`config.mk`:
```
export PLATFORM = sky130hd
export DESIGN_NAME = lcd_bus_writer
export DESIGN_NICKNAME = d
export VERILOG_FILES = /design/src/rtl/lcdw_pkg.sv /design/src/rtl/lcdw_por_seq.sv /design/src/rtl/lcdw_bus_engine.sv /design/src/rtl/lcd_bus_writer.sv
export SDC_FILE = /design/constraint.sdc
export NUM_CORES = 1
export LEC_CHECK = 0
export ABC_AREA = 1
export BUFFER_PORTS_ARGS = -buffer_cell sky130_fd_sc_hd__buf_2
export CAP_MARGIN = 10
export CORE_ASPECT_RATIO = 0.7
export CORE_UTILIZATION = 35
export CTS_CLUSTER_DIAMETER = 100
export DETAILED_ROUTE_END_ITERATION = 12
export HOLD_SLACK_MARGIN = 0.03
export PLACE_DENSITY = 0.66
export REMOVE_ABC_BUFFERS = 1
export SLEW_MARGIN = 20
export SYNTH_ARGS = -nofsm -noshare
export SYNTH_HDL_FRONTEND = slang
export SYNTH_SLANG_ARGS = --single-unit
```
`constraint.sdc`:
```
create_clock -name clk -period 1.2 [get_ports clk]
set_clock_uncertainty 0.1 [all_clocks]
set_input_delay 0.06 -clock clk [delete_from_list [all_inputs] [get_ports clk]]
set_output_delay 0.06 -clock clk [all_outputs]
set_load 0.1 [all_outputs]
```
`src/rtl/lcdw_pkg.sv`:
```
package lcdw_pkg;

    localparam int unsigned BUS_W  = 16;
    localparam int unsigned CODE_W = 8;

    typedef enum logic [1:0] {
        KIND_CMD     = 2'b00,
        KIND_PARAM   = 2'b01,
        KIND_PIX     = 2'b10,
        KIND_PIX_ALT = 2'b11
    } kind_e;

    typedef struct packed {
        logic             dc;
        logic [BUS_W-1:0] word;
    } beat_t;

    typedef enum logic [1:0] {
        PH_IDLE,
        PH_SETUP,
        PH_STROBE,
        PH_HOLD
    } phase_e;

    typedef enum logic [1:0] {
        POR_LEAD,
        POR_PULSE,
        POR_RUN
    } por_e;

    function automatic int unsigned ceil_div(input int unsigned num, input int unsigned den);
        return (num + den - 1) / den;
    endfunction

    // cycles needed to cover 100 us at the given clock rate
    function automatic int unsigned cycles_100us(input int unsigned hz);
        return ceil_div(hz, 10000);
    endfunction

    function automatic beat_t form_beat(input kind_e kind, input logic [BUS_W-1:0] data);
        beat_t b;
        case (kind)
            KIND_CMD: begin
                b.dc   = 1'b0;
                b.word = {{(BUS_W-CODE_W){1'b0}}, data[CODE_W-1:0]};
            end
            KIND_PARAM: begin
                b.dc   = 1'b1;
                b.word = {{(BUS_W-CODE_W){1'b0}}, data[CODE_W-1:0]};
            end
            default: begin
                b.dc   = 1'b1;
                b.word = data;
            end
        endcase
        return b;
    endfunction

endpackage

```
`src/rtl/lcdw_por_seq.sv`:
```
module lcdw_por_seq
    import lcdw_pkg::*;
#(
    parameter int unsigned INTERVAL = 12500
) (
    input  logic clk,
    input  logic rst,
    output logic panel_rst_n,
    output logic bl_on,
    output logic seq_done
);

    localparam int unsigned CW = (INTERVAL > 1) ? $clog2(INTERVAL) : 1;
    localparam logic [CW-1:0] LAST = CW'(INTERVAL - 1);

    por_e          state_q;
    logic [CW-1:0] cnt_q;
    logic          rst_n_q;
    logic          bl_q;
    logic          done_q;

    always_ff @(posedge clk) begin
        if (rst) begin
            state_q <= POR_LEAD;
            cnt_q   <= '0;
            rst_n_q <= 1'b1;
            bl_q    <= 1'b0;
            done_q  <= 1'b0;
        end else begin
            bl_q <= 1'b1;
            case (state_q)
                POR_LEAD: begin
                    if (cnt_q == LAST) begin
                        state_q <= POR_PULSE;
                        cnt_q   <= '0;
                        rst_n_q <= 1'b0;
                    end else begin
                        cnt_q <= cnt_q + 1'b1;
                    end
                end
                POR_PULSE: begin
                    if (cnt_q == LAST) begin
                        state_q <= POR_RUN;
                        cnt_q   <= '0;
                        rst_n_q <= 1'b1;
                        done_q  <= 1'b1;
                    end else begin
                        cnt_q <= cnt_q + 1'b1;
                    end
                end
                default: begin
                    rst_n_q <= 1'b1;
                    done_q  <= 1'b1;
                end
            endcase
        end
    end

    assign panel_rst_n = rst_n_q;
    assign bl_on       = bl_q;
    assign seq_done    = done_q;

    AST_DONE_STICKY: assert property (@(posedge clk) disable iff (rst)
        $past(done_q) |-> done_q);
    AST_RUN_RESET_HIGH: assert property (@(posedge clk) disable iff (rst)
        done_q |-> rst_n_q);
    AST_BL_STAYS_ON: assert property (@(posedge clk) disable iff (rst)
        $past(bl_q) |-> bl_q);
    AST_PULSE_WITH_BL: assert property (@(posedge clk) disable iff (rst)
        !rst_n_q |-> bl_q);

endmodule

```
`src/rtl/lcdw_bus_engine.sv`:
```
module lcdw_bus_engine
    import lcdw_pkg::*;
#(
    parameter int unsigned LO_CYC = 2,
    parameter int unsigned HI_CYC = 2
) (
    input  logic             clk,
    input  logic             rst,
    input  logic             start,
    input  beat_t            beat_in,
    output logic             idle,
    output logic             done_pulse,
    output logic             cs_n,
    output logic             wr_n,
    output logic             dc,
    output logic [BUS_W-1:0] bus
);

    localparam int unsigned MAXW = (LO_CYC > HI_CYC) ? LO_CYC : HI_CYC;
    localparam int unsigned CW   = (MAXW > 1) ? $clog2(MAXW) : 1;
    localparam logic [CW-1:0] LO_LAST = CW'(LO_CYC - 1);
    localparam logic [CW-1:0] HI_LAST = CW'(HI_CYC - 1);

    phase_e        ph_q;
    logic [CW-1:0] cnt_q;
    beat_t         beat_q;
    logic          done_q;

    always_ff @(posedge clk) begin
        if (rst) begin
            ph_q   <= PH_IDLE;
            cnt_q  <= '0;
            beat_q <= '{dc: 1'b1, word: '1};
            done_q <= 1'b0;
        end else begin
            done_q <= 1'b0;
            case (ph_q)
                PH_IDLE: begin
                    if (start) begin
                        beat_q <= beat_in;
                        ph_q   <= PH_SETUP;
                    end
                end
                PH_SETUP: begin
                    ph_q  <= PH_STROBE;
                    cnt_q <= '0;
                end
                PH_STROBE: begin
                    if (cnt_q == LO_LAST) begin
                        ph_q  <= PH_HOLD;
                        cnt_q <= '0;
                    end else begin
                        cnt_q <= cnt_q + 1'b1;
                    end
                end
                default: begin
                    if (cnt_q == HI_LAST) begin
                        ph_q   <= PH_IDLE;
                        cnt_q  <= '0;
                        done_q <= 1'b1;
                    end else begin
                        cnt_q <= cnt_q + 1'b1;
                    end
                end
            endcase
        end
    end

    assign idle       = (ph_q == PH_IDLE);
    assign done_pulse = done_q;
    assign cs_n       = (ph_q == PH_IDLE);
    assign wr_n       = (ph_q != PH_STROBE);
    assign dc         = beat_q.dc;
    assign bus        = beat_q.word;

    AST_STROBE_INSIDE_CS: assert property (@(posedge clk) disable iff (rst)
        !wr_n |-> !cs_n);
    AST_START_SETUP: assert property (@(posedge clk) disable iff (rst)
        (start && idle) |=> (!cs_n && wr_n));
    AST_BEAT_STABLE: assert property (@(posedge clk) disable iff (rst)
        (!cs_n && $past(!cs_n)) |-> $stable(beat_q));
    AST_DONE_SINGLE: assert property (@(posedge clk) disable iff (rst)
        done_q |=> !done_q);
    AST_DONE_AFTER_CS: assert property (@(posedge clk) disable iff (rst)
        done_q |-> (cs_n && $past(!cs_n)));

endmodule

```
`src/rtl/lcd_bus_writer.sv`:
```
module lcd_bus_writer
    import lcdw_pkg::*;
#(
    parameter int unsigned CLK_HZ      = 125_000_000,
    parameter int unsigned STRB_LO_CYC = 2,
    parameter int unsigned STRB_HI_CYC = 2
) (
    input  logic        clk,
    input  logic        rst,
    input  logic        req_valid,
    output logic        req_ready,
    input  logic [1:0]  req_kind,
    input  logic [15:0] req_data,
    output logic        busy,
    output logic        done,
    output logic        lcd_cs_n,
    output logic        lcd_wr_n,
    output logic        lcd_rd_n,
    output logic        lcd_dc,
    output logic [15:0] lcd_db,
    output logic        lcd_reset_n,
    output logic        lcd_bl_en
);

    localparam int unsigned RESET_CYC = cycles_100us(CLK_HZ);

    logic  por_done;
    logic  eng_idle;
    logic  accept;
    beat_t req_beat;

    lcdw_por_seq #(
        .INTERVAL (RESET_CYC)
    ) por_i (
        .clk         (clk),
        .rst         (rst),
        .panel_rst_n (lcd_reset_n),
        .bl_on       (lcd_bl_en),
        .seq_done    (por_done)
    );

    assign req_ready = por_done && eng_idle;
    assign accept    = req_valid && req_ready;
    assign req_beat  = form_beat(kind_e'(req_kind), req_data);

    lcdw_bus_engine #(
        .LO_CYC (STRB_LO_CYC),
        .HI_CYC (STRB_HI_CYC)
    ) eng_i (
        .clk        (clk),
        .rst        (rst),
        .start      (accept),
        .beat_in    (req_beat),
        .idle       (eng_idle),
        .done_pulse (done),
        .cs_n       (lcd_cs_n),
        .wr_n       (lcd_wr_n),
        .dc         (lcd_dc),
        .bus        (lcd_db)
    );

    assign lcd_rd_n = 1'b1;
    assign busy     = !req_ready;

    AST_QUIET_DURING_POR: assert property (@(posedge clk) disable iff (rst)
        !por_done |-> (lcd_cs_n && lcd_wr_n));
    AST_BUS_IDLE_BEFORE_POR: assert property (@(posedge clk) disable iff (rst)
        !por_done |-> (lcd_db == 16'hFFFF));
    AST_BUSY_ON_CS: assert property (@(posedge clk) disable iff (rst)
        !lcd_cs_n |-> busy);

endmodule

```
-- Word level (Yosys, flattened, before mapping)
Index checks and enable logic that the tools add are counted.
- reduce and logical (&&, ||, !) cells: 15
- equal/unequal tests: 10
- magnitude comparators: 0
- $mul: 0
- div/mod/pow operators: 0
- add/subtract/negate cells: 2
- mux-type cells: 17
- bitwise logic cells: 1
- shift operators: 0
- operators by type and width (cell ; number):
    one-hot mux 17 bit (2 select lines) ; 1
    adder 14 x 1 -> 14 bit (second input constant) ; 1
    equality test 14 bit (second input constant) ; 1
    2-to-1 mux 14 bit ; 1
    2-to-1 mux 2 bit ; 5
    != test 2 x 1 -> 1 bit (second input constant) ; 4
    equality test 2 x 1 -> 1 bit (second input constant) ; 3
    logical NOT 2 bit ; 3
    one-hot mux 1 bit (2 select lines) ; 3
    one-hot mux 2 bit (3 select lines) ; 1
    AND reduction 2 bit ; 3
    AND reduction 3 bit ; 2
    2-to-1 mux 1 bit ; 5
    one-hot mux 2 bit (2 select lines) ; 1
    OR reduction 4 bit ; 1
    nonzero test 3 bit ; 1
    equality test 2 bit (second input constant) ; 1
    logical AND 1 bit ; 2
    != test 2 bit (second input constant) ; 1
    nonzero test 2 bit ; 1
    OR reduction 2 bit ; 1
    adder 1 bit (second input constant) ; 1
    logical NOT 1 bit ; 1
    inverter 1 bit ; 1
- ROM bits: 0
- input port bits: 21
- flip-flop bits (word level): 40
- RAM bits: 0
- bits in latches: 0
- output and inout bits: 25
- word-level logic and storage cells: 55
- memories kept: 0

-- Longest topological paths before layout
Gate-level depths: netlist of run 1.
- depth after elaboration: 5
- depth in mapped cells: 8
- mapped depth without buffers: 8

-- Cells and area by module
A second synthesis of run 1 with hierarchy kept.
- cell total of the unflattened synthesis: 275
- area, all modules: 2023.2 µm²
- by module, submodules not included (module ; sequential area each (µm²) ; cells each ; area each (µm²) ; times used):
    lcdw_por_seq ; 380.4 ; 142 ; 993.5 ; 1
    lcdw_bus_engine ; 420.4 ; 109 ; 925.9 ; 1
    lcd_bus_writer ; 0.0 ; 24 ; 103.8 ; 1

-- Worst setup path before layout of run 1
No wires, ideal clock.
- kind: reg2out
- from: reg eng_i.ph_q[0]
- to: out req_ready
- path buffers: 0
- cell stages (with the launch flop): 5
- required time: 1040 ps
- slack: -2037 ps
- arrival time: 3077 ps
- path through: dfxtp_1 -> inv_1 -> ha_1 -> nand2_1 -> inv_1
- cells in the longest elaborated chain, start to end: 2
- RTL lines (what ; line ; RTL):
    from (decl) ; lcdw_bus_engine.sv:24 ; phase_e ph_q;
    from (signal assigned) ; lcdw_bus_engine.sv:31 ; ph_q <= PH_IDLE;
    from (signal assigned) ; lcdw_bus_engine.sv:41 ; ph_q <= PH_SETUP;
    from (signal assigned) ; lcdw_bus_engine.sv:45 ; ph_q <= PH_STROBE;
    logical NOT 2 bit ; -- ;
    net lcd_cs_n ; lcd_bus_writer.sv:16 ; output logic lcd_cs_n,
    logical AND 1 bit ; lcd_bus_writer.sv:42 ; assign req_ready = por_done && eng_idle;
    to (decl) ; lcd_bus_writer.sv:11 ; output logic req_ready,
The timed path passes the listed nets, and every way through them passes these cells.

-- Worst setup path in the final report of run 1
- from: reg eng_i.ph_q[0]
- to: out lcd_wr_n
- cells in the longest elaborated chain, start to end: 1
- RTL lines (what ; line ; RTL):
    != test 2 bit ; lcdw_bus_engine.sv:72 ; assign wr_n = (ph_q != PH_STROBE);
    to (decl) ; lcd_bus_writer.sv:17 ; output logic lcd_wr_n,
No other way between the ends.

==> metrics, run 1 <==
CTS tree=done; largest family of logic cells by synthesized area=simple AND/OR/NAND/NOR gates; Post-Synth XOR/XNOR Area=0.0194; Max Root-Sink Buffers=2; CP Data Required Time=1.04 ns; Routed Antenna Nets=0; register cell area after layout=820 um^2; root buffer cell=clkbuf_8; DP Cell Count=385; Cell Rows=21; nature of the critical path startpoint=flip-flop; FMAX=698 MHz; die height=62.1 um; layout net count=375; Remaining Overflow, GRT=0; number of synthesized register bits=40; DRC errors left=0; max incr delay on CP=around 0.34 ns; final antenna diode count=0; RSZ-0062 raised after global routing=true; Final period util=1.19; Mapped Area=1800 um^2; post-synthesis sequential area ratio=0.444; warnings from Yosys=0; Post-Synthesis Cells=248; Setup Total Neg Slack=-5.24 ns; most frequent CP cell=buf_6; CTS clk-pin slew, worst paths=about 0.09 ns; area leader, netlist=dfxtp_1; largest net degree at the start of global routing=18; CP Capture Type=primary output; vias in the first global route=approximately 1900; RD Place Congestion=around 0.9; Synth Area in Simple Gates=0.338; # IOs=46; Post-Layout Cell Count=roughly 420; synth top area cells=dfxtp_1, nand2_1, nand3_1; # fillers=approximately 340; worst setup margin=-0.232 ns; slowest stage cell, crit path=dfxtp_2; Final Hold Viols=0; Die ar.=~5400 um^2; area of the core=4860 um^2; Synth Area in Compound Gates=0.0743; area delta synth->final=87.4%; status=complete, but fails checks; clk sinks=40; Synth cell types=27; number of H-tree levels=2; Max FO, Critical Path=2; Worst-Skew Late Latency=0.30 ns; crit path cell chain=inv_2, buf_6, ha_4, inv_4, buf_6, buf_12; IO buf count=44; DPL Wire Length=3.45 mm; footprint of the multi-input gates=1130 um^2; first-pass GRT wire length=around 8.4 mm; Pwr per Cell Area=1160 nW/um^2; initial core utilization=0.371; DRT iter0 DRCs=132; failing checks=setup timing; WL per Instance=roughly 14 um; Worst VDD drop=0.00178 V; Leak=1.43 nW; Avg Inst Size Synth=roughly 7.3 um^2; Hold WS=0.0389 ns; Die X-Extent=87.8 um; Hold WC Path Type=in2reg; max cap viols=0; critical path class=reg2out; final setup fails=41; Yosys top cell area share=0.444; fin crit period=around 1.4 ns; post-synthesis adder-cell area fraction=0.0347; share of layout cells above drive strength 1=0.469; via count=1984; critical path arrival=1.27 ns; CTS Buf Count=5; total track usage=0.204; Pins Over Slew Limit=0; WL final=just under 6 mm; Place WS=-0.274 ns; post-synthesis mux area share=0; Pre-Repair DR Iteration Count=4; initial antenna violation count=0; Via density=4.74
==> registers in the layout, indices dropped and copies added (netlist names) <==
name / flops
eng_i.ph_q: 2
por_i.bl_on: 1
eng_i.dc: 1
eng_i.cnt_q: 1
por_i.state_q: 2
eng_i.done_pulse: 1
eng_i.bus: 16
por_i.seq_done: 1
por_i.panel_rst_n: 1
por_i.cnt_q: 14
==> report_power, final <==
part | internal, mW | leakage, nW | switching [mW]
logic | 0.595 | 1.03 | 0.668
registers | 1.38 | 0.330 | 0.0549
clock network | 0.735 | 0.0645 | 0.498
==> cells by family after synthesis <==
group / after synthesis
compound gates: 26
xor+xnor: 4
fa+ha+maj: 5
buf+inv: 35
flops: 40
other cells: 1
simple gates: 137
==> cell usage in the layout, fill, tap and decap left out, types with 14 or more instances in the layout <==
cell type / netlist / routed
dlygate4sd3_1: 0 / 18
buf_6: 2 / 14
nor2_1: 29 / 19
buf_2: 3 / 20
dfxtp_1: 40 / 29
nand2_1: 58 / 47
buf_4: 2 / 26
inv_1: 24 / 17
nand3_1: 34 / 26
buf_12: 0 / 23
==> worst paths after layout <==
check                        end           from  cells past startpoint  slack [ns]
setup / recovery        lcd_wr_n  eng_i.ph_q[0]                      6       -0.23
hold / removal    por_i.cnt_q[9]            rst                      3        0.04
setup reg to reg   eng_i.ph_q[1]  eng_i.ph_q[1]                      8       -0.23
hold reg to reg     eng_i.bus[1]   eng_i.bus[1]                      2        0.42
==> routing by layer <==
layer	global-route usage	share of wire
met1	0.269	0.43
met2	0.326	0.48
met3	0.0462	0.067
met4	0.0890	0.023
met5	0	0
==> critical path, delay by kind of cell, from the launching register on <==
| kind | cells | cell delay, ns |
|---|---|---|
| buf+inv | 5 | 0.47 |
| fa+ha+maj | 1 | 0.16 |
| flops | 1 | 0.34 |
==> cell type report <==
| cell class | instances | share of cell area |
|---|---|---|
| clock buffers | 7 | 0.0285 |
| clock inverters | 1 | 0.00889 |
| inverters | 26 | 0.0319 |
| multi-input cells | 173 | 0.334 |
| flip-flops and latches | 40 | 0.243 |
| well taps | 69 | 0.0256 |
| repair buffers | 103 | 0.328 |
==> cells in the mapped netlist <==
cell / instances
nand2_1: 58
dfxtp_1: 40
nand3_1: 34
nor2_1: 29
inv_1: 24
a21oi_1: 18
o21ai_0: 6
ha_1: 5
nand4_1: 5
buf_2: 3
nor2_2: 3
buf_4: 2
buf_6: 2
inv_2: 2
nand2_2: 2
nand3_2: 2
xnor2_1: 2
xor2_1: 2
buf_1: 1
clkbuf_1: 1
conb_1: 1
nand3b_1: 1
nor2_4: 1
nor3_1: 1
nor4_1: 1
o21bai_1: 1
o22ai_1: 1
==> through the flow <==
stage,util,power [mW],instance area (um^2)
after floorplan,-,1.83,1740
final,0.695,3.93,3380
after detailed placement,0.543,2.18,2640
after global placement,0.543,2.17,2640
after global routing,0.695,4.04,3380
after CTS,0.668,3.74,3250
==> what timing repair did <==
item	in CTS	in global routing
endpoints found under the setup margin	43	45
hold endpoints to repair	17	0
hold buffers	18	0
pin swaps	38	22
setup buffers	5	3
resized for setup	79	30
No activity file was read; power rests on OpenSTA's default activity.
==> inputs of run 2 (changes only) <==
--- a/config.mk
+++ b/config.mk
@@ -13,9 +13,10 @@
 export CTS_CLUSTER_DIAMETER = 100
 export DETAILED_ROUTE_END_ITERATION = 12
 export HOLD_SLACK_MARGIN = 0.03
-export PLACE_DENSITY = 0.66
+export PLACE_DENSITY = 0.65
 export REMOVE_ABC_BUFFERS = 1
 export SLEW_MARGIN = 20
 export SYNTH_ARGS = -nofsm -noshare
 export SYNTH_HDL_FRONTEND = slang
+export SYNTH_HIERARCHICAL = 1
 export SYNTH_SLANG_ARGS = --single-unit
==> run 2 against run 1 <==
  * The flow still finishes with violations (setup timing)
  * Global-route usage fell by 1.7 points
  * Critical endpoint is now req_ready
  * Setup slack improved by 0.044 ns
  * Clock power barely moved
  * Critical path type unchanged
  * Core utilization fell by 3.7 points
==> metrics, run 2 <==
Cell Rows=22 (was 21); area delta synth->final=75.5% (was 87.4%); Post-synth EDFFs=0 (unchanged); FF-to-FF Start=por_i/cnt_q[0] (was eng_i.ph_q[1]); sequential power share=0.356 (was 0.365); Leak=1.69 nW (was 1.43 nW); Pint=2.71 mW (about the same); Setup Total Neg Slack=-4.73 ns (was -5.24 ns); Avg Inst Size Synth=7.36 um^2 (was 7.27 um^2); FMAX=720 MHz (was 698 MHz); post-synthesis sequential area ratio=0.396 (was 0.444); share of layout cells above drive strength 1=0.512 (was 0.469); # IOs=46 (unchanged); Mapped Area=2020 um^2 (was 1800 um^2); max cap viols=0 (unchanged); warnings from Yosys=6 (was 0); Routed Antenna Nets=0 (unchanged); area of the core=5400 um^2 (was 4860 um^2); Synth cell types=31 (was 27); Final Hold Viols=0 (unchanged); IO buf count=44 (unchanged); area leader, netlist=dfxtp_1 (unchanged); Die X-Extent=92.9 um (was 87.8 um); reg2reg end=por_i/cnt_q[7] (was eng_i.ph_q[1]); CTS Buf Count=5 (unchanged); CP Data Required Time=1.04 ns (about the same); number of synthesized register bits=40 (unchanged); initial core utilization=0.375 (was 0.371); Yosys top cell area share=0.396 (was 0.444); RD Place Congestion=0.835 (was 0.906); fin crit period=1.39 ns (was 1.43 ns); RSZ-0062 raised after global routing=true (unchanged); critical path arrival=1.23 ns (was 1.27 ns); Pwr per Cell Area=1120 nW/um^2 (was 1160 nW/um^2); Hold Crit Endpoint=eng_i/bus[10] (was por_i.cnt_q[9]); r2r setup slk=-0.16 ns (was -0.23 ns); count leader, synth=nand2_1 (unchanged); crit path cell chain=inv_2, ha_4, nand2_4, buf_6, inv_4, buf_12 (was inv_2, buf_6, ha_4, inv_4, buf_6, buf_12); synth top area cells=dfxtp_1, nand2_1, nor2_1 (was dfxtp_1, nand2_1, nand3_1); nature of the critical path startpoint=flip-flop (unchanged); max incr delay on CP=0.32 ns (was 0.34 ns); Comb pwr share=0.343 (was 0.321); die height=65.6 um (was 62.1 um); Worst Reg-to-Reg Cells=8 (unchanged); number of flip-flops in the largest register=16 (unchanged); vias in the first global route=1888 (was 1850); CTS clk-pin slew, worst paths=0.08 ns (was 0.09 ns); Max Root-Sink Buffers=2 (unchanged); clock power share=0.301 (was 0.314); CTS tree=done (unchanged); largest net degree at the start of global routing=21 (was 18); DRC errors left=0 (unchanged); total track usage=0.187 (was 0.204); hold path depth=5 (was 3); most frequent cells in the layout=nand2_1, buf_4, dfxtp_1, nor2_1 (was nand2_1, dfxtp_1, nand3_1, buf_4, buf_12); Hold WC Path Type=in2reg (unchanged); critical path class=reg2out (unchanged); Post-synth ARST share=0 (unchanged); failing checks=setup timing (unchanged); Pre-Repair DR Iteration Count=4 (unchanged); Final Util=0.658 (was 0.695); root buffer cell=clkbuf_8 (unchanged); slowest stage cell, crit path=dfxtp_2 (unchanged); Top FF cell, synth=dfxtp_1 (unchanged); Hold WS=0.0714 ns (was 0.0389 ns); leading cell type in the layout, fill and taps excluded=nand2_1 (unchanged); Psw=1.28 mW (was 1.22 mW); Sw Ratio=0.320 (was 0.311); number of H-tree levels=2 (unchanged); Pins Over Slew Limit=0 (unchanged); Post-Synthesis Cells=275 (was 248); Worst VDD drop=0.000585 V (was 0.00178 V); CP Capture Type=primary output (unchanged); Min-Delay Startpoint=req_kind[1] (was rst); status=complete, but fails checks (unchanged); Max FO, Critical Path=2 (unchanged); clk sinks=40 (unchanged); Die ar.=6090 um^2 (was 5450 um^2); Final period util=1.16 (was 1.19); Post-synth top cells=nand2_1, dfxtp_1, nor2_1 (was nand2_1, dfxtp_1, nand3_1); initial antenna violation count=0 (unchanged); worst setup margin=-0.188 ns (was -0.232 ns); Via density=4.44 (was 4.74); Remaining Overflow, GRT=0 (unchanged); WL final=5.60 mm (was 5.83 mm); final setup fails=39 (was 41); DRT iter0 DRCs=82 (was 132); layout net count=402 (was 375); DPL Wire Length=3.59 mm (was 3.45 mm); final antenna diode count=0 (unchanged); WL per Instance=12.5 um (was 13.9 um); via count=1993 (was 1984); Worst-Skew Late Latency=0.29 ns (was 0.30 ns); first-pass GRT wire length=8.73 mm (was 8.36 mm)
## run 2: cell types whose count changed in the layout (fill, tap and decap cells not counted), sizes merged, moves of 2 or more
| cell | before | now |
|---|---|---|
| a21oi | 18 | 4 |
| inv | 26 | 42 |
| nand2 | 60 | 88 |
| nand3 | 36 | 29 |
| nor2 | 33 | 41 |
| o21ai | 6 | 2 |
| or2 | 0 | 2 |
## run 2: area by class of cell
cell class	count	area (um^2)
inverter	41	176
tap	72	90.1
timing repair inverter	1	11.3
clock inverter	1	30.0
clock buffer	7	96.3
timing repair buffer	101	1080
sequential	40	823
fill	429	1840
multi-input combinational	186	1240
## run 2: worst max-delay path by stage
| stage | start | endpoint | slack, ns | depth (start not counted) |
|---|---|---|---|---|
| 2_1_floorplan | eng_i/ph_q[0] | eng_i/bus[0] | -2.22 | 8 |
| 3_3_place_gp | eng_i/ph_q[1] | eng_i/bus[0] | -0.26 | 8 |
| 3_5_place_dp | eng_i/ph_q[0] | eng_i/bus[12] | -0.30 | 8 |
| 4_1_cts | eng_i/ph_q[1] | req_ready | -0.19 | 6 |
| 5_1_grt | por_i/cnt_q[0] | por_i/cnt_q[11] | -0.25 | 8 |
| 6_report | eng_i/ph_q[1] | req_ready | -0.19 | 6 |
## run 2: critical path: cells and delay by family (launching register included)
family | cells | cell delay [ns]
flip-flops | 1 | 0.32
adder cells (fa/ha/maj) | 1 | 0.15
buffers and inverters | 4 | 0.41
AND/OR/NAND/NOR | 1 | 0.06
## run 2: per-layer routing
| layer | vias up | wire length (um) | GRT usage |
|---|---|---|---|
| li1 | 1033 | - | - |
| met1 | 912 | 2600 | 0.242 |
| met2 | 35 | 2760 | 0.300 |
| met3 | 13 | 127 | 0.0498 |
| met4 | 0 | 119 | 0.0635 |
| met5 | - | 0 | 0 |
## run 2: logic make-up after synthesis
group	count (synthesis)	share of synthesized area
XOR/XNOR	4	0.0173
other	1	0.00185
flip-flops	40	0.396
buffers and inverters	49	0.113
AO/OA/AOI/OAI	8	0.0210
AND/OR/NAND/NOR	168	0.420
adder cells (fa/ha/maj)	5	0.0309
## run 2: stage by stage
step	instances	setup WS [ns]	area [um^2]	power, mW
after CTS	447	-0.189	3400	3.92
final	449	-0.188	3550	3.99
after global routing	449	-0.254	3550	4.21
after detailed placement	417	-0.300	2880	2.48
after global placement	417	-0.256	2880	2.47
after floorplan	267	-2.22	1960	2.05
## run 2: timing repair
item,4_1_cts,5_1_grt
cloned,0,1
endpoints found under the hold margin,18,0
endpoints found under the setup margin,42,44
resized for setup,51,41
pin swaps,22,15
setup buffers,4,1
hold buffers,18,0
## run 2: power groups by stage
stage | Sequential, mW | Clock [mW] | Combinational (mW)
2_1_floorplan | 1.46 | 0 | 0.588
3_5_place_dp | 1.44 | 0 | 1.05
6_report | 1.42 | 1.20 | 1.37
3_3_place_gp | 1.43 | 0 | 1.04
5_1_grt | 1.43 | 1.30 | 1.48
4_1_cts | 1.42 | 1.22 | 1.28
==> inputs of run 3 (changes only) <==
--- a/config.mk
+++ b/config.mk
@@ -8,7 +8,6 @@
 export ABC_AREA = 1
 export BUFFER_PORTS_ARGS = -buffer_cell sky130_fd_sc_hd__buf_2
 export CAP_MARGIN = 10
-export CORE_ASPECT_RATIO = 0.7
 export CORE_UTILIZATION = 35
 export CTS_CLUSTER_DIAMETER = 100
 export DETAILED_ROUTE_END_ITERATION = 12
==> run 3 against run 2 <==
  * The run still ends with setup timing left
  * Maximum frequency decreased by 3.5%
  * Global-route usage increased by 1.2 points
  * Core utilization increased by 2.4 points
  * Critical path depth unchanged
  * Register-to-register slack got worse by 0.05 ns
  * Flip-flop and latch count unchanged
  * Sequential share of layout area decreased by 1.6 points
  * Critical path type unchanged
==> metrics, run 3 (synthesized netlist as in run 2, its figures left out) <==
status=complete, but fails checks (unchanged); failing checks=setup timing (unchanged); most frequent cells in the layout=nand2_1, dfxtp_1, buf_4, inv_1, buf_12 (was nand2_1, buf_4, dfxtp_1, nor2_1); Sw Ratio=0.343 (was 0.320); area of the core=5540 um^2 (was 5400 um^2); area delta synth->final=86.8% (was 75.5%); DRT iter0 DRCs=143 (was 82); reg2reg end=eng_i/bus[13] (was por_i/cnt_q[7]); FMAX=695 MHz (was 720 MHz); met1 Usage GRT=0.239 (was 0.242); Max Root-Sink Buffers=2 (unchanged); # fillers=387 (was 429); clk sinks=40 (unchanged); die height=78.0 um (was 65.6 um); vias in the first global route=2107 (was 1888); final setup fails=40 (was 39); Min-Delay Startpoint=req_kind[1] (unchanged); WL final=6.49 mm (was 5.60 mm); RSZ-0062 raised after global routing=true (unchanged); slowest stage cell, crit path=dfxtp_2 (unchanged); # IOs=46 (unchanged); layout net count=410 (was 402); Pwr per Cell Area=1070 nW/um^2 (was 1120 nW/um^2); Hold WC Path Type=in2reg (unchanged); RD Place Congestion=0.848 (was 0.835); Via density=4.78 (was 4.44); DPL Wire Length=3.52 mm (was 3.59 mm); Leak=1.84 nW (was 1.69 nW); Routed Antenna Nets=0 (unchanged); critical path arrival=1.28 ns (was 1.23 ns); critical path class=reg2out (unchanged); Pint=2.66 mW (was 2.71 mW); routing usage on met2=0.349 (was 0.300); Worst Reg-to-Reg Cells=9 (was 8); max incr delay on CP=0.33 ns (was 0.32 ns); total power=4.04 mW (was 3.99 mW); Final Hold Viols=0 (unchanged); CP Capture Type=primary output (unchanged); Hold Crit Endpoint=eng_i/bus[12] (was eng_i/bus[10]); initial core utilization=0.365 (was 0.375); Comb pwr share=0.366 (was 0.343); worst setup margin=-0.238 ns (was -0.188 ns); Most Crowded Layer GR=met2 (unchanged); Psw=1.38 mW (was 1.28 mW); crit path cell chain=inv_2, ha_4, nand2_4, buf_6, inv_4, buf_12 (unchanged); Cell Rows=27 (was 22); first-pass GRT wire length=9.49 mm (was 8.73 mm); Die X-Extent=78.0 um (was 92.9 um); Pre-Repair DR Iteration Count=4 (unchanged); clock power share=0.282 (was 0.301); CTS clk-pin slew, worst paths=0.09 ns (was 0.08 ns); nature of the critical path startpoint=flip-flop (unchanged); final antenna diode count=0 (unchanged); leading cell type in the layout, fill and taps excluded=nand2_1 (unchanged); Die ar.=6090 um^2 (about the same); Remaining Overflow, GRT=0 (unchanged); initial antenna violation count=0 (unchanged); Post-Layout Cell Count=457 (was 449); Pins Over Slew Limit=0 (unchanged); number of flip-flops in the largest register=16 (unchanged); routing usage on met3=0.0360 (was 0.0498); sequential power share=0.352 (was 0.356); total track usage=0.199 (was 0.187); hold path depth=5 (unchanged); DP Cell Count=418 (was 417); WL per Instance=14.2 um (was 12.5 um); Place WS=-0.343 ns (was -0.300 ns); share of layout cells above drive strength 1=0.545 (was 0.512); IO buf count=44 (unchanged); max cap viols=0 (unchanged); DRC errors left=0 (unchanged); Max FO, Critical Path=2 (unchanged); r2r setup slk=-0.21 ns (was -0.16 ns); FF-to-FF Start=eng_i/ph_q[0] (was por_i/cnt_q[0]); CTS Buf Count=5 (unchanged); CTS tree=done (unchanged); fin crit period=1.44 ns (was 1.39 ns); Worst VDD drop=0.00111 V (was 0.000585 V); largest net degree at the start of global routing=18 (was 21); Worst-Skew Late Latency=0.30 ns (was 0.29 ns); CP Data Required Time=1.04 ns (about the same); via count=2183 (was 1993); Final period util=1.20 (was 1.16); root buffer cell=clkbuf_8 (unchanged); number of H-tree levels=2 (unchanged)
-- run 3: final cells by class --
cell class / count / area [um^2] / area share
clock buffer: 5 / 68.8 / 0.0182
clock inverter: 3 / 47.5 / 0.0126
inverter: 41 / 175 / 0.0464
multi-input combinational: 188 / 1390 / 0.367
sequential: 40 / 816 / 0.216
tap: 72 / 90.1 / 0.0238
timing repair buffer: 106 / 1160 / 0.307
timing repair inverter: 2 / 32.5 / 0.00861
-- run 3: per-stage QoR --
step | hold slack [ns] | instance area [um^2] | setup TNS [ns] | utilization
final | 0.0658 | 3780 | -6.89 | 0.682
after global routing | 0.115 | 3780 | -9.51 | 0.682
after CTS | 0.0543 | 3540 | -5.70 | 0.639
after detailed placement | 0.172 | 2900 | -8.82 | 0.524
after global placement | 0.157 | 2900 | -6.83 | 0.524
after floorplan | 0.0291 | 1960 | -47.78 | -
-- run 3: power groups by stage --
stage                     Combinational, mW  Clock [mW]  Sequential, mW
after CTS                              1.34        1.15            1.42
after global placement                 1.04           0            1.44
after detailed placement               1.07           0            1.44
after global routing                   1.56        1.23            1.43
final                                  1.48        1.14            1.42
after floorplan                       0.588           0            1.46
-- run 3: critical path: cells and delay by family, from the launching register on --
| kind | cells | cell delay (ns) |
|---|---|---|
| adder cells (fa/ha/maj) | 1 | 0.17 |
| buffers and inverters | 4 | 0.42 |
| AND/OR/NAND/NOR | 1 | 0.06 |
| flip-flops | 1 | 0.33 |
-- run 3: routing by layer --
| layer | part of all wire | vias up |
|---|---|---|
| li1 | - | 1060 |
| met1 | 0.41 | 1051 |
| met2 | 0.53 | 57 |
| met3 | 0.033 | 15 |
| met4 | 0.022 | 0 |
| met5 | 0 | - |
-- run 3: repair_timing --
action / CTS / global route
pin swaps: 32 / 28
hold endpoints to repair: 22 / 0
resized for setup: 66 / 57
cloned: 4 / 0
setup endpoints to repair: 42 / 42
hold buffers: 18 / 0
buffers inserted: 8 / 3
-- run 3: worst max-delay path by stage --
stage / slack (ns) / end / startpoint
floorplan: -2.22 / eng_i/bus[0] / eng_i/ph_q[0]
global placement: -0.24 / eng_i/bus[10] / eng_i/ph_q[1]
detailed placement: -0.34 / eng_i/bus[0] / eng_i/ph_q[1]
CTS: -0.22 / lcd_wr_n / eng_i/ph_q[0]
global route: -0.29 / eng_i/ph_q[0] / eng_i/ph_q[0]
finish: -0.24 / req_ready / eng_i/ph_q[0]
